--- src/rtl/nand_seq_pkg.sv ---
package nand_seq_pkg;

    typedef enum logic [1:0] {
        ACC_CMD   = 2'd0,
        ACC_ADDR  = 2'd1,
        ACC_READ  = 2'd2,
        ACC_WRITE = 2'd3
    } acc_kind_e;

    typedef enum logic [2:0] {
        PH_IDLE,
        PH_GAP,
        PH_SETUP,
        PH_STROBE,
        PH_HOLD
    } phase_e;

    typedef enum logic [1:0] {
        LAT_NONE,
        LAT_CMD,
        LAT_ADDR
    } latch_e;

endpackage

--- src/rtl/nand_seq_cfg.sv ---
module nand_seq_cfg #(
    parameter int TW     = 8,
    parameter int GW     = 4,
    parameter int BANK_W = 2
) (
    input  logic              clk,
    input  logic              rst_n,
    input  logic              idle,
    input  logic              load,
    input  logic [TW-1:0]     setup_i,
    input  logic [TW-1:0]     strobe_i,
    input  logic [TW-1:0]     hold_i,
    input  logic [TW-1:0]     hiz_i,
    input  logic [GW-1:0]     cle_gap_i,
    input  logic [GW-1:0]     ale_gap_i,
    input  logic [BANK_W-1:0] bank_i,
    output logic [TW-1:0]     setup_o,
    output logic [TW-1:0]     strobe_o,
    output logic [TW-1:0]     hold_o,
    output logic [TW-1:0]     hiz_o,
    output logic [GW-1:0]     cle_gap_o,
    output logic [GW-1:0]     ale_gap_o,
    output logic [BANK_W-1:0] bank_o
);

    typedef struct packed {
        logic [TW-1:0]     setup;
        logic [TW-1:0]     strobe;
        logic [TW-1:0]     hold;
        logic [TW-1:0]     hiz;
        logic [GW-1:0]     cle_gap;
        logic [GW-1:0]     ale_gap;
        logic [BANK_W-1:0] bank;
    } cfg_t;

    cfg_t cfg_d, cfg_q;

    always_comb begin
        cfg_d = cfg_q;
        if (load && idle) begin
            cfg_d.setup   = setup_i;
            cfg_d.strobe  = strobe_i;
            cfg_d.hold    = hold_i;
            cfg_d.hiz     = hiz_i;
            cfg_d.cle_gap = cle_gap_i;
            cfg_d.ale_gap = ale_gap_i;
            cfg_d.bank    = bank_i;
        end
    end

    always_ff @(posedge clk or negedge rst_n) begin
        if (!rst_n) begin
            cfg_q <= '0;
        end else begin
            cfg_q <= cfg_d;
        end
    end

    assign setup_o   = cfg_q.setup;
    assign strobe_o  = cfg_q.strobe;
    assign hold_o    = cfg_q.hold;
    assign hiz_o     = cfg_q.hiz;
    assign cle_gap_o = cfg_q.cle_gap;
    assign ale_gap_o = cfg_q.ale_gap;
    assign bank_o    = cfg_q.bank;

endmodule

--- src/rtl/nand_seq_fsm.sv ---
module nand_seq_fsm
    import nand_seq_pkg::*;
#(
    parameter int DATA_W = 16,
    parameter int TW     = 8,
    parameter int GW     = 4,
    parameter int BANK_W = 2
) (
    input  logic              clk,
    input  logic              rst_n,
    input  logic              req_valid,
    input  acc_kind_e         req_kind,
    input  logic [DATA_W-1:0] req_wdata,
    input  logic              req_wide,
    input  logic [TW-1:0]     setup,
    input  logic [TW-1:0]     strobe,
    input  logic [TW-1:0]     hold,
    input  logic [TW-1:0]     hiz,
    input  logic [GW-1:0]     cle_gap,
    input  logic [GW-1:0]     ale_gap,
    input  logic [BANK_W-1:0] bank,
    input  logic              wait_n,
    input  logic [DATA_W-1:0] dq_in,
    output phase_e            phase,
    output acc_kind_e         kind,
    output logic [DATA_W-1:0] wdata,
    output logic              wide,
    output logic [BANK_W-1:0] acc_bank,
    output logic              hiz_open,
    output logic [DATA_W-1:0] rd_data,
    output logic              done
);

    localparam int LANE_W = 8;
    localparam int PAD_W  = TW - GW;

    typedef struct packed {
        phase_e            phase;
        acc_kind_e         kind;
        logic [DATA_W-1:0] wdata;
        logic              wide;
        logic [BANK_W-1:0] bank;
        logic [TW-1:0]     cnt;
        logic [TW-1:0]     hiz_cnt;
        latch_e            last;
        logic [DATA_W-1:0] rdata;
        logic              done;
    } seq_t;

    seq_t s_d, s_q;
    logic [DATA_W-1:0] rd_lane;

    always_comb begin
        if (s_q.wide) begin
            rd_lane = dq_in;
        end else begin
            rd_lane = {{(DATA_W-LANE_W){1'b0}}, dq_in[LANE_W-1:0]};
        end
    end

    always_comb begin
        s_d      = s_q;
        s_d.done = 1'b0;
        if (s_q.hiz_cnt != '0) begin
            s_d.hiz_cnt = s_q.hiz_cnt - 1'b1;
        end
        case (s_q.phase)
            PH_IDLE: begin
                if (req_valid) begin
                    s_d.kind  = req_kind;
                    s_d.wdata = req_wdata;
                    s_d.wide  = req_wide;
                    s_d.bank  = bank;
                    s_d.hiz_cnt = (req_kind == ACC_WRITE) ? hiz : '0;
                    if (req_kind == ACC_READ && s_q.last == LAT_CMD) begin
                        s_d.phase = PH_GAP;
                        s_d.cnt   = {{PAD_W{1'b0}}, cle_gap};
                    end else if (req_kind == ACC_READ && s_q.last == LAT_ADDR) begin
                        s_d.phase = PH_GAP;
                        s_d.cnt   = {{PAD_W{1'b0}}, ale_gap};
                    end else begin
                        s_d.phase = PH_SETUP;
                        s_d.cnt   = setup;
                    end
                    case (req_kind)
                        ACC_CMD:  s_d.last = LAT_CMD;
                        ACC_ADDR: s_d.last = LAT_ADDR;
                        default:  s_d.last = LAT_NONE;
                    endcase
                end
            end
            PH_GAP: begin
                if (s_q.cnt == '0) begin
                    s_d.phase = PH_SETUP;
                    s_d.cnt   = setup;
                end else begin
                    s_d.cnt = s_q.cnt - 1'b1;
                end
            end
            PH_SETUP: begin
                if (s_q.cnt == '0) begin
                    s_d.phase = PH_STROBE;
                    s_d.cnt   = strobe;
                end else begin
                    s_d.cnt = s_q.cnt - 1'b1;
                end
            end
            PH_STROBE: begin
                if (s_q.cnt != '0) begin
                    s_d.cnt = s_q.cnt - 1'b1;
                end else if (wait_n) begin
                    s_d.phase = PH_HOLD;
                    s_d.cnt   = hold;
                    if (s_q.kind == ACC_READ) begin
                        s_d.rdata = rd_lane;
                        s_d.done  = 1'b1;
                    end
                end
            end
            PH_HOLD: begin
                if (s_q.cnt == '0) begin
                    s_d.phase = PH_IDLE;
                end else begin
                    s_d.cnt = s_q.cnt - 1'b1;
                end
            end
            default: s_d.phase = PH_IDLE;
        endcase
    end

    always_ff @(posedge clk or negedge rst_n) begin
        if (!rst_n) begin
            s_q       <= '0;
            s_q.phase <= PH_IDLE;
            s_q.kind  <= ACC_CMD;
            s_q.last  <= LAT_NONE;
        end else begin
            s_q <= s_d;
        end
    end

    assign phase    = s_q.phase;
    assign kind     = s_q.kind;
    assign wdata    = s_q.wdata;
    assign wide     = s_q.wide;
    assign acc_bank = s_q.bank;
    assign hiz_open = (s_q.hiz_cnt == '0);
    assign rd_data  = s_q.rdata;
    assign done     = s_q.done;

endmodule

--- src/rtl/nand_seq_pins.sv ---
module nand_seq_pins
    import nand_seq_pkg::*;
#(
    parameter int DATA_W = 16,
    parameter int BANKS  = 4,
    parameter int BANK_W = 2
) (
    input  phase_e            phase,
    input  acc_kind_e         kind,
    input  logic [DATA_W-1:0] wdata,
    input  logic              wide,
    input  logic [BANK_W-1:0] acc_bank,
    input  logic              hiz_open,
    output logic [BANKS-1:0]  ce_n,
    output logic              cle,
    output logic              ale,
    output logic              we_n,
    output logic              re_n,
    output logic              dq_oe,
    output logic [DATA_W-1:0] dq_out
);

    localparam int LANE_W = 8;

    logic active;
    logic latch_ph;
    logic strobe_ph;
    logic [DATA_W-1:0] lane_data;

    assign active    = (phase != PH_IDLE);
    assign latch_ph  = (phase == PH_SETUP) || (phase == PH_STROBE) || (phase == PH_HOLD);
    assign strobe_ph = (phase == PH_STROBE);

    for (genvar b = 0; b < BANKS; b++) begin : g_ce
        assign ce_n[b] = !(active && (acc_bank == BANK_W'(b)));
    end

    assign cle   = latch_ph && (kind == ACC_CMD);
    assign ale   = latch_ph && (kind == ACC_ADDR);
    assign we_n  = !(strobe_ph && (kind != ACC_READ));
    assign re_n  = !(strobe_ph && (kind == ACC_READ));
    assign dq_oe = latch_ph && (kind != ACC_READ) && hiz_open;

    always_comb begin
        if (wide) begin
            lane_data = wdata;
        end else begin
            lane_data = {{(DATA_W-LANE_W){1'b0}}, wdata[LANE_W-1:0]};
        end
    end

    assign dq_out = dq_oe ? lane_data : '0;

endmodule

--- src/rtl/nand_seq_top.sv ---
module nand_seq_top
    import nand_seq_pkg::*;
#(
    parameter int DATA_W = 16,
    parameter int TW     = 8,
    parameter int GW     = 4,
    parameter int BANKS  = 4,
    localparam int BANK_W = $clog2(BANKS)
) (
    input  logic              clk,
    input  logic              rst_n,
    input  logic              req_valid,
    input  logic [1:0]        req_kind,
    input  logic [DATA_W-1:0] req_wdata,
    input  logic              req_wide,
    input  logic              cfg_load,
    input  logic [TW-1:0]     cfg_setup,
    input  logic [TW-1:0]     cfg_strobe,
    input  logic [TW-1:0]     cfg_hold,
    input  logic [TW-1:0]     cfg_hiz,
    input  logic [GW-1:0]     cfg_cle_gap,
    input  logic [GW-1:0]     cfg_ale_gap,
    input  logic [BANK_W-1:0] cfg_bank,
    output logic              busy,
    output logic              done,
    output logic [DATA_W-1:0] rd_data,
    output logic [BANKS-1:0]  nand_ce_n,
    output logic              nand_cle,
    output logic              nand_ale,
    output logic              nand_we_n,
    output logic              nand_re_n,
    input  logic              nand_wait_n,
    input  logic [DATA_W-1:0] nand_dq_in,
    output logic [DATA_W-1:0] nand_dq_out,
    output logic              nand_dq_oe
);

    logic [TW-1:0]     t_setup, t_strobe, t_hold, t_hiz;
    logic [GW-1:0]     t_cle_gap, t_ale_gap;
    logic [BANK_W-1:0] t_bank;
    phase_e            phase;
    acc_kind_e         kind;
    logic [DATA_W-1:0] wdata;
    logic              wide;
    logic [BANK_W-1:0] acc_bank;
    logic              hiz_open;

    assign busy = (phase != PH_IDLE);

    nand_seq_cfg #(.TW(TW), .GW(GW), .BANK_W(BANK_W)) u_cfg (
        .clk       (clk),
        .rst_n     (rst_n),
        .idle      (!busy),
        .load      (cfg_load),
        .setup_i   (cfg_setup),
        .strobe_i  (cfg_strobe),
        .hold_i    (cfg_hold),
        .hiz_i     (cfg_hiz),
        .cle_gap_i (cfg_cle_gap),
        .ale_gap_i (cfg_ale_gap),
        .bank_i    (cfg_bank),
        .setup_o   (t_setup),
        .strobe_o  (t_strobe),
        .hold_o    (t_hold),
        .hiz_o     (t_hiz),
        .cle_gap_o (t_cle_gap),
        .ale_gap_o (t_ale_gap),
        .bank_o    (t_bank)
    );

    nand_seq_fsm #(.DATA_W(DATA_W), .TW(TW), .GW(GW), .BANK_W(BANK_W)) u_fsm (
        .clk       (clk),
        .rst_n     (rst_n),
        .req_valid (req_valid),
        .req_kind  (acc_kind_e'(req_kind)),
        .req_wdata (req_wdata),
        .req_wide  (req_wide),
        .setup     (t_setup),
        .strobe    (t_strobe),
        .hold      (t_hold),
        .hiz       (t_hiz),
        .cle_gap   (t_cle_gap),
        .ale_gap   (t_ale_gap),
        .bank      (t_bank),
        .wait_n    (nand_wait_n),
        .dq_in     (nand_dq_in),
        .phase     (phase),
        .kind      (kind),
        .wdata     (wdata),
        .wide      (wide),
        .acc_bank  (acc_bank),
        .hiz_open  (hiz_open),
        .rd_data   (rd_data),
        .done      (done)
    );

    nand_seq_pins #(.DATA_W(DATA_W), .BANKS(BANKS), .BANK_W(BANK_W)) u_pins (
        .phase    (phase),
        .kind     (kind),
        .wdata    (wdata),
        .wide     (wide),
        .acc_bank (acc_bank),
        .hiz_open (hiz_open),
        .ce_n     (nand_ce_n),
        .cle      (nand_cle),
        .ale      (nand_ale),
        .we_n     (nand_we_n),
        .re_n     (nand_re_n),
        .dq_oe    (nand_dq_oe),
        .dq_out   (nand_dq_out)
    );

endmodule

--- config.mk ---
export PLATFORM = sky130hd
export DESIGN_NAME = nand_seq_top
export DESIGN_NICKNAME = d
export VERILOG_FILES = /design/src/rtl/nand_seq_pkg.sv /design/src/rtl/nand_seq_cfg.sv /design/src/rtl/nand_seq_fsm.sv /design/src/rtl/nand_seq_pins.sv /design/src/rtl/nand_seq_top.sv
export SDC_FILE = /design/constraint.sdc
export NUM_CORES = 1
export LEC_CHECK = 0
export ABC_AREA = 0
export CAP_MARGIN = 40
export CORE_MARGIN = 3
export CORE_UTILIZATION = 35
export DETAILED_ROUTE_END_ITERATION = 8
export SYNTH_ARGS = -nofsm -noshare
export SYNTH_HDL_FRONTEND = slang
export SYNTH_HIERARCHICAL = 1
export SYNTH_SLANG_ARGS = --single-unit
--- constraint.sdc ---
create_clock -name clk -period 2.3 [get_ports clk]
set_input_delay 0.46 -clock clk [delete_from_list [all_inputs] [get_ports clk]]
set_output_delay 0.46 -clock clk [all_outputs]
set_load 0.005 [all_outputs]
==> impl_metrics.py, run 1 <==
metrics = {
    "run_status": {
        "status": "finished, violations left",
        "violations": "setup timing",
    },
    "clock_tree": {
        "cts_tree": "yes",
        "numCtsBuffers": 9,
        "clock_path_buffers": 2,
        "root_buffer": "clkbuf_16",
        "cts_max_level": 3,
        "clkSinkCount": 101,
        "clk_pin_slew_ns": 0.08,
        "insertion_delay_ns": 0.36,
        "ctsHoldBuffers": 0,
    },
    "placed_design": {
        "place.port_buffers": 124,
        "placed_area_um2": 7320,
        "placed_cells": 844,
        "dpl.hpwl_mm": 10.8,
        "place_congestion": 0.819,
    },
    "drt": {
        "drc_errors": 0,
        "wl_per_cell_um": 16.8,
        "vias": 4405,
        "drt_pass1_iterations": 4,
        "drtIter0Drc": 209,
        "avgViaCountPerCell": 4.98,
        "ant_nets": 0,
        "wl_mm": 14.8,
    },
    "timing": {
        "hold_viol_final": 0,
        "skew_ns": 0.00891,
        "setup_violations": 19,
        "post-route-min-period_ns": 2.84,
        "max_freq_mhz": 352,
        "slew_viol_final": 0,
        "fin_ws_ns": -0.541,
        "rsz0062_at_grt": "yes",
        "relSlewSlack": 0.514,
        "finalCritPeriodShare": 1.24,
        "tightest_slew_ns": 0.729,
    },
    "power_and_ir_drop": {
        "ir_drop_v": 0.000522,
        "leakage_nw": 3.52,
        "total_power_mw": 7.81,
        "powerDensity_nw_per_um2": 986,
    },
    "die": {
        "ios": 125,
        "fp.dieH_um": 135,
        "core_area_um2": 16100,
        "initial_core_util": 0.362,
        "fp.dieArea_um2": 18200,
        "chipWidth_um": 135,
        "num_rows": 46,
    },
    "critical_path": {
        "rr_endpoint": "u_fsm/s_q[29]",
        "end_kind": "output pin",
        "crit_path_max_incr_delay_ns": 0.56,
        "worstPathArrival_ns": 2.38,
        "crit_path_top_delay_cell": "or4_4",
        "r2r_start": "u_fsm/phase[1]",
        "critPathKind": "flip-flop to output pin",
        "rr_worst_depth": 8,
        "crit_chain": "or4_4, nor4b_4, buf_4, buf_6, clkinvlp_4, buf_12, a2111oi_4, buf_2",
        "cp_max_fo": 9,
        "critical_path_required_ns": 1.84,
        "r2r_slack_ns": 0.05,
        "crit_buf_inv": 5,
        "cp-start-kind": "flip-flop",
        "crit_family": "simple AND/OR/NAND/NOR gates",
    },
    "finish": {
        "nets": 749,
        "drive_gt1_frac": 0.338,
        "insertedDiodeCount": 0,
        "design_area_um2": 7920,
        "fin_cells": 884,
        "syn_to_final_growth_pct": 36.5,
        "utilization": 0.493,
    },
    "yosys": {
        "synth_xor_area_frac": 0.0166,
        "seq_area_frac_synth": 0.435,
        "syn_area_um2": 5810,
        "yosys-top-cells-count": "dfrtp_1 (101), nand2_1 (58), mux2_4 (43)",
        "ys_ff_latch": 101,
        "synthTopCellsByArea": "dfrtp_1 (44%), mux2_4 (11%), mux2_2 (5.8%)",
        "netlist.area_leader.share": 0.435,
        "synth_top_cell_by_area": "dfrtp_1",
        "synthFlopType": "dfrtp_1",
        "synth_cell_type_count": 69,
        "netlist_instances": 525,
        "yosysMostFrequentCell": "dfrtp_1",
        "yosys.area_share.simple": 0.124,
        "synth-edff-count": 0,
        "async_flop_share": 1.00,
        "synth_top_family_by_area": "multiplexers",
        "muxShareOfSynthArea": 0.173,
        "synth_nets": 611,
        "synth_fa_ha_area_frac": 0.00862,
        "avgSynthCellArea_um2": 11.1,
        "synth-compound-area-share": 0.149,
        "yosysWarnings": 6,
    },
    "global_route": {
        "grt_first_pass_wirelength_mm": 23.3,
        "grt_max_degree": 55,
        "grt-ovfl-total": 0,
        "grt_usage": 0.161,
        "grt_pass1_vias": 4427,
        "antenna_found_initial": 0,
    },
    "hold_path": {
        "hold_class": "primary input to asynchronous set/reset pin",
    },
    "flow_run": {
        "cap_violations": 0,
    },
}
-- registers in the layout, summed over array words and instances (netlist names), 8 cells and up --
signal,flops
u_fsm/s_q,18
u_cfg/hiz_o,8
u_cfg/setup_o,8
u_cfg/hold_o,8
u_cfg/strobe_o,8
u_fsm/rd_data,16
u_fsm/wdata,16
-- power by group --
part	total [mW]	leakage, nW	internal (mW)	switching (mW)
clock	1.54	0.151	0.819	0.724
sequential	3.19	1.25	2.51	0.683
combinational	3.08	2.12	1.84	1.24
total	7.81	3.52	5.16	2.65
-- per-layer routing --
| metal | track usage | part of all wire | up-vias | wire length [um] |
|---|---|---|---|---|
| li1 | - | - | 2120 | - |
| met2 | 0.248 | 0.46 | 137 | 6860 |
| met4 | 0.0571 | 0.015 | 0 | 221 |
| met3 | 0.0335 | 0.056 | 19 | 827 |
| met1 | 0.226 | 0.47 | 2129 | 6930 |
| met5 | 0 | 0 | - | 0 |
-- how the worst max path moves through the flow --
stage                             start              end  cells past startpoint
after detailed placement  u_fsm/s_q[21]  nand_dq_out[14]                      5
final                     u_fsm/s_q[24]  nand_dq_out[12]                      8
after CTS                 u_fsm/s_q[21]  nand_dq_out[11]                      8
after global routing      u_fsm/s_q[24]  nand_dq_out[12]                      8
after global placement    u_fsm/s_q[21]  nand_dq_out[15]                      5
after floorplan           u_fsm/s_q[21]  nand_dq_out[10]                      5
-- cell type report --
| class | instances | area [um2] |
|---|---|---|
| inverters | 16 | 63.8 |
| repair buffers | 198 | 1890 |
| multi-input cells | 337 | 2870 |
| fillers | 1409 | 8130 |
| clock buffers | 11 | 253 |
| well taps | 216 | 270 |
| clock inverters | 5 | 48.8 |
| flip-flops and latches | 101 | 2530 |
-- stage by stage --
step	hold WS (ns)	setup slack (ns)	TNS [ns]
2_1_floorplan	0.164	-0.112	-0.933
3_3_place_gp	0.466	-0.627	-10.52
3_5_place_dp	0.483	-0.675	-10.55
4_1_cts	0.179	-0.589	-9.07
5_1_grt	0.209	-0.668	-10.22
6_report	0.151	-0.541	-7.88
-- what timing repair did --
action | in CTS | in global routing
endpoints found under the hold margin | 0 | 0
pin swaps | 2 | 6
setup endpoints to repair | 24 | 27
setup buffers | 6 | 16
gates resized for setup | 78 | 48
cloned | 1 | 2
-- layout by cell type, fill, tap and decap left out, drive strengths merged, types with 5 or more instances in the layout --
| cell | netlist | final |
|---|---|---|
| buf | 54 | 93 |
| xnor2 | 5 | 5 |
| nor3 | 6 | 6 |
| a22o | 5 | 5 |
| a211oi | 17 | 17 |
| o21ai | 23 | 23 |
| xor2 | 6 | 6 |
| a21oi | 20 | 20 |
| nor2 | 21 | 21 |
| dfrtp | 101 | 101 |
| clkbuf | 17 | 16 |
| inv | 16 | 19 |
| a2111oi | 9 | 9 |
| mux2 | 73 | 73 |
| clkdlybuf4s50 | 0 | 98 |
| nand2 | 59 | 59 |
| nand2b | 12 | 12 |
| nor2b | 6 | 6 |
| o22ai | 5 | 5 |
-- cells by family (layout without fill, tap and decap cells) --
| group | after synthesis | after routing |
|---|---|---|
| mux | 75 | 75 |
| xor+xnor | 11 | 11 |
| flops | 101 | 101 |
| compound gates | 111 | 111 |
| simple gates | 136 | 136 |
| buf+inv | 87 | 230 |
| fa+ha+maj | 4 | 4 |
(Power assumes the default switching activity.)
==> run 2, diff against run 1 <==
--- a/config.mk
+++ b/config.mk
@@ -10,6 +10,7 @@
 export CORE_MARGIN = 3
 export CORE_UTILIZATION = 35
 export DETAILED_ROUTE_END_ITERATION = 8
+export DONT_BUFFER_PORTS = 1
 export SYNTH_ARGS = -nofsm -noshare
 export SYNTH_HDL_FRONTEND = slang
 export SYNTH_HIERARCHICAL = 1
==> run 2 against run 1 <==
Against the previous run:
- the run ends with hold timing, setup timing left
- combinational power down 21%
- clock skew rose by 0.00097 ns
- utilization decreased by 10 points
- die area is the same
- maximum frequency rose by 7.1%
- power is 5.8% lower
- register-to-register slack better by 0.05 ns
- sequential power increased by 3%
- clock power grew 6%
- critical endpoint is now nand_dq_out[14]
==> impl_metrics.py, run 2 (synthesis results as in run 1) <==
metrics = {
    "finish": {
        "nFillCells": 1528,
        "drive_gt1_frac": 0.309,
        "layout_commonest_cell": "dfrtp_1",
        "utilization": 0.392,
        "final_cell_mix": "dfrtp_1 (99), nand2_1 (58), mux2_4 (43), mux2_2 (30), buf_4 (25)",
        "insertedDiodeCount": 0,
        "syn_to_final_growth_pct": 8.53,
        "largest-register": "u_fsm/s_q",
        "largest_reg_flops": 18,
        "design_area_um2": 6300,
        "nets": 580,
    },
    "drt": {
        "vias": 3768,
        "drc_errors": 0,
        "drt_pass1_iterations": 4,
        "ant_nets": 0,
        "wl_mm": 13.8,
        "drtIter0Drc": 206,
        "wl_per_cell_um": 19.2,
        "avgViaCountPerCell": 5.27,
    },
    "power_and_ir_drop": {
        "leakage_nw": 2.73,
        "p_sw_frac": 0.348,
        "powerDensity_nw_per_um2": 1170,
        "pwr-share-seq": 0.447,
        "p_int_mw": 4.79,
        "total_power_mw": 7.35,
        "p_clk_frac": 0.221,
        "power_frac_comb": 0.331,
        "ir_drop_v": 0.000659,
        "p_sw_mw": 2.56,
    },
    "critical_path": {
        "crit_path_max_incr_delay_ns": 0.56,
        "cp-startpoint": "u_fsm/s_q[21]",
        "crit_path_top_delay_cell": "or4_4",
        "cp_max_fo": 9,
        "cp-start-kind": "flip-flop",
        "critPathKind": "flip-flop to output pin",
        "worstPathArrival_ns": 2.19,
        "r2r_start": "u_fsm/s_q[28]",
        "crit_chain": "or4_4, nor4b_4, clkinvlp_4, buf_6, a2111oi_4",
        "end_kind": "output pin",
        "critical_path_required_ns": 1.84,
    },
    "hold_path": {
        "hold_class": "primary input to asynchronous set/reset pin",
    },
    "placed_design": {
        "dpl.hpwl_mm": 10.3,
        "place.port_buffers": 0,
        "place_congestion": 0.845,
        "placed_area_um2": 5800,
    },
    "die": {
        "initial_core_util": 0.362,
        "fp.dieArea_um2": 18200,
        "chipWidth_um": 135,
        "num_rows": 46,
        "ios": 125,
        "core_area_um2": 16100,
        "fp.dieH_um": 135,
    },
    "timing": {
        "fin_ws_ns": -0.352,
        "skew_ns": 0.00988,
        "fin_tns_setup_ns": -4.83,
        "finalCritPeriodShare": 1.15,
        "rsz0062_at_grt": "yes",
        "post-route-min-period_ns": 2.65,
        "relSlewSlack": 0.479,
        "tightest_slew_ns": 0.782,
        "setup_violations": 17,
        "slew_viol_final": 0,
        "max_freq_mhz": 377,
        "holdWs_ns": -0.193,
        "hold_viol_final": 101,
    },
    "clock_tree": {
        "clkSinkCount": 101,
        "numCtsBuffers": 9,
        "clk_pin_slew_ns": 0.08,
        "insertion_delay_ns": 0.35,
        "cts_max_level": 3,
        "cts_tree": "yes",
        "clock_path_buffers": 2,
        "root_buffer": "clkbuf_16",
    },
    "run_status": {
        "status": "finished, violations left",
        "violations": "hold timing, setup timing",
    },
    "global_route": {
        "grt_pass1_vias": 3894,
        "grt_usage": 0.152,
        "antenna_found_initial": 0,
        "grt-ovfl-total": 0,
        "grt_max_degree": 102,
        "grt_first_pass_wirelength_mm": 21.8,
    },
    "flow_run": {
        "cap_violations": 0,
    },
}
[run 2: cell count changes in the layout (fill, tap and decap cells not counted), sizes merged]
cell / delta
bufbuf: -1
clkinv: +2
bufinv: +1
buf: -64
clkbuf: -7
clkdlybuf4s50: -98
dlymetal6s2s: -1
inv: -1
[run 2: power groups by stage]
stage               clock network [mW]  logic (mW)  registers [mW]
finish                            1.63        2.44            3.29
global route                      1.77        2.67            3.41
CTS                               1.70        2.40            3.28
detailed placement                   0        2.33            3.31
global placement                     0        2.27            3.27
floorplan                            0        2.29            2.95
[run 2: final timing paths]
kind / end / slack, ns / cells past startpoint
max: nand_dq_out[14] / -0.35 / 5
min: u_fsm/wdata[11] / -0.19 / 0
max reg2reg: u_fsm/rd_data[7] / 0.10 / 7
min reg2reg: u_cfg/cle_gap_o[1] / 0.51 / 1
max in group asynchronous: u_cfg/hold_o[1] / 2.33 / 0
min in group clk: u_fsm/s_q[17] / 0.19 / 1
[run 2: repair_timing]
item | 4_1_cts | 5_1_grt
gates resized for setup | 9 | 9
cloned | 0 | 0
endpoints found under the setup margin | 18 | 28
buffers inserted | 2 | 2
endpoints found under the hold margin | 101 | 101
pin swaps | 0 | 1
[run 2: area by class of cell]
cell class,instances,area (um2),area share
clock buffers,9,225,0.0357
well taps,216,270,0.0429
flip-flops and latches,101,2530,0.402
inverters,16,63.8,0.0101
clock inverters,7,103,0.0163
repair buffers,29,241,0.0383
multi-input cells,337,2870,0.455
[run 2: critical path, delay by kind of cell, from the launching register on]
kind / cells / cell delay, ns
AND/OR/NAND/NOR: 2 / 0.89
buffers and inverters: 2 / 0.32
flip-flops: 1 / 0.38
AO/OA/AOI/OAI: 1 / 0.23
[run 2: layer usage]
metal	part of all wire	wire, um	track usage	vias up
li1	-	-	-	1770
met1	0.43	5860	0.197	1858
met2	0.46	6330	0.240	129
met3	0.10	1380	0.0585	11
met4	0.013	176	0.0407	0
met5	0	0	0	-
[run 2: per-stage QoR]
step	setup slack (ns)	instances	hold WS, ns
2_1_floorplan	-0.112	525	0.164
3_3_place_gp	-0.0470	695	0.170
3_5_place_dp	-0.0852	695	0.170
4_1_cts	-0.378	713	-0.218
5_1_grt	-0.451	715	-0.222
6_report	-0.352	715	-0.193
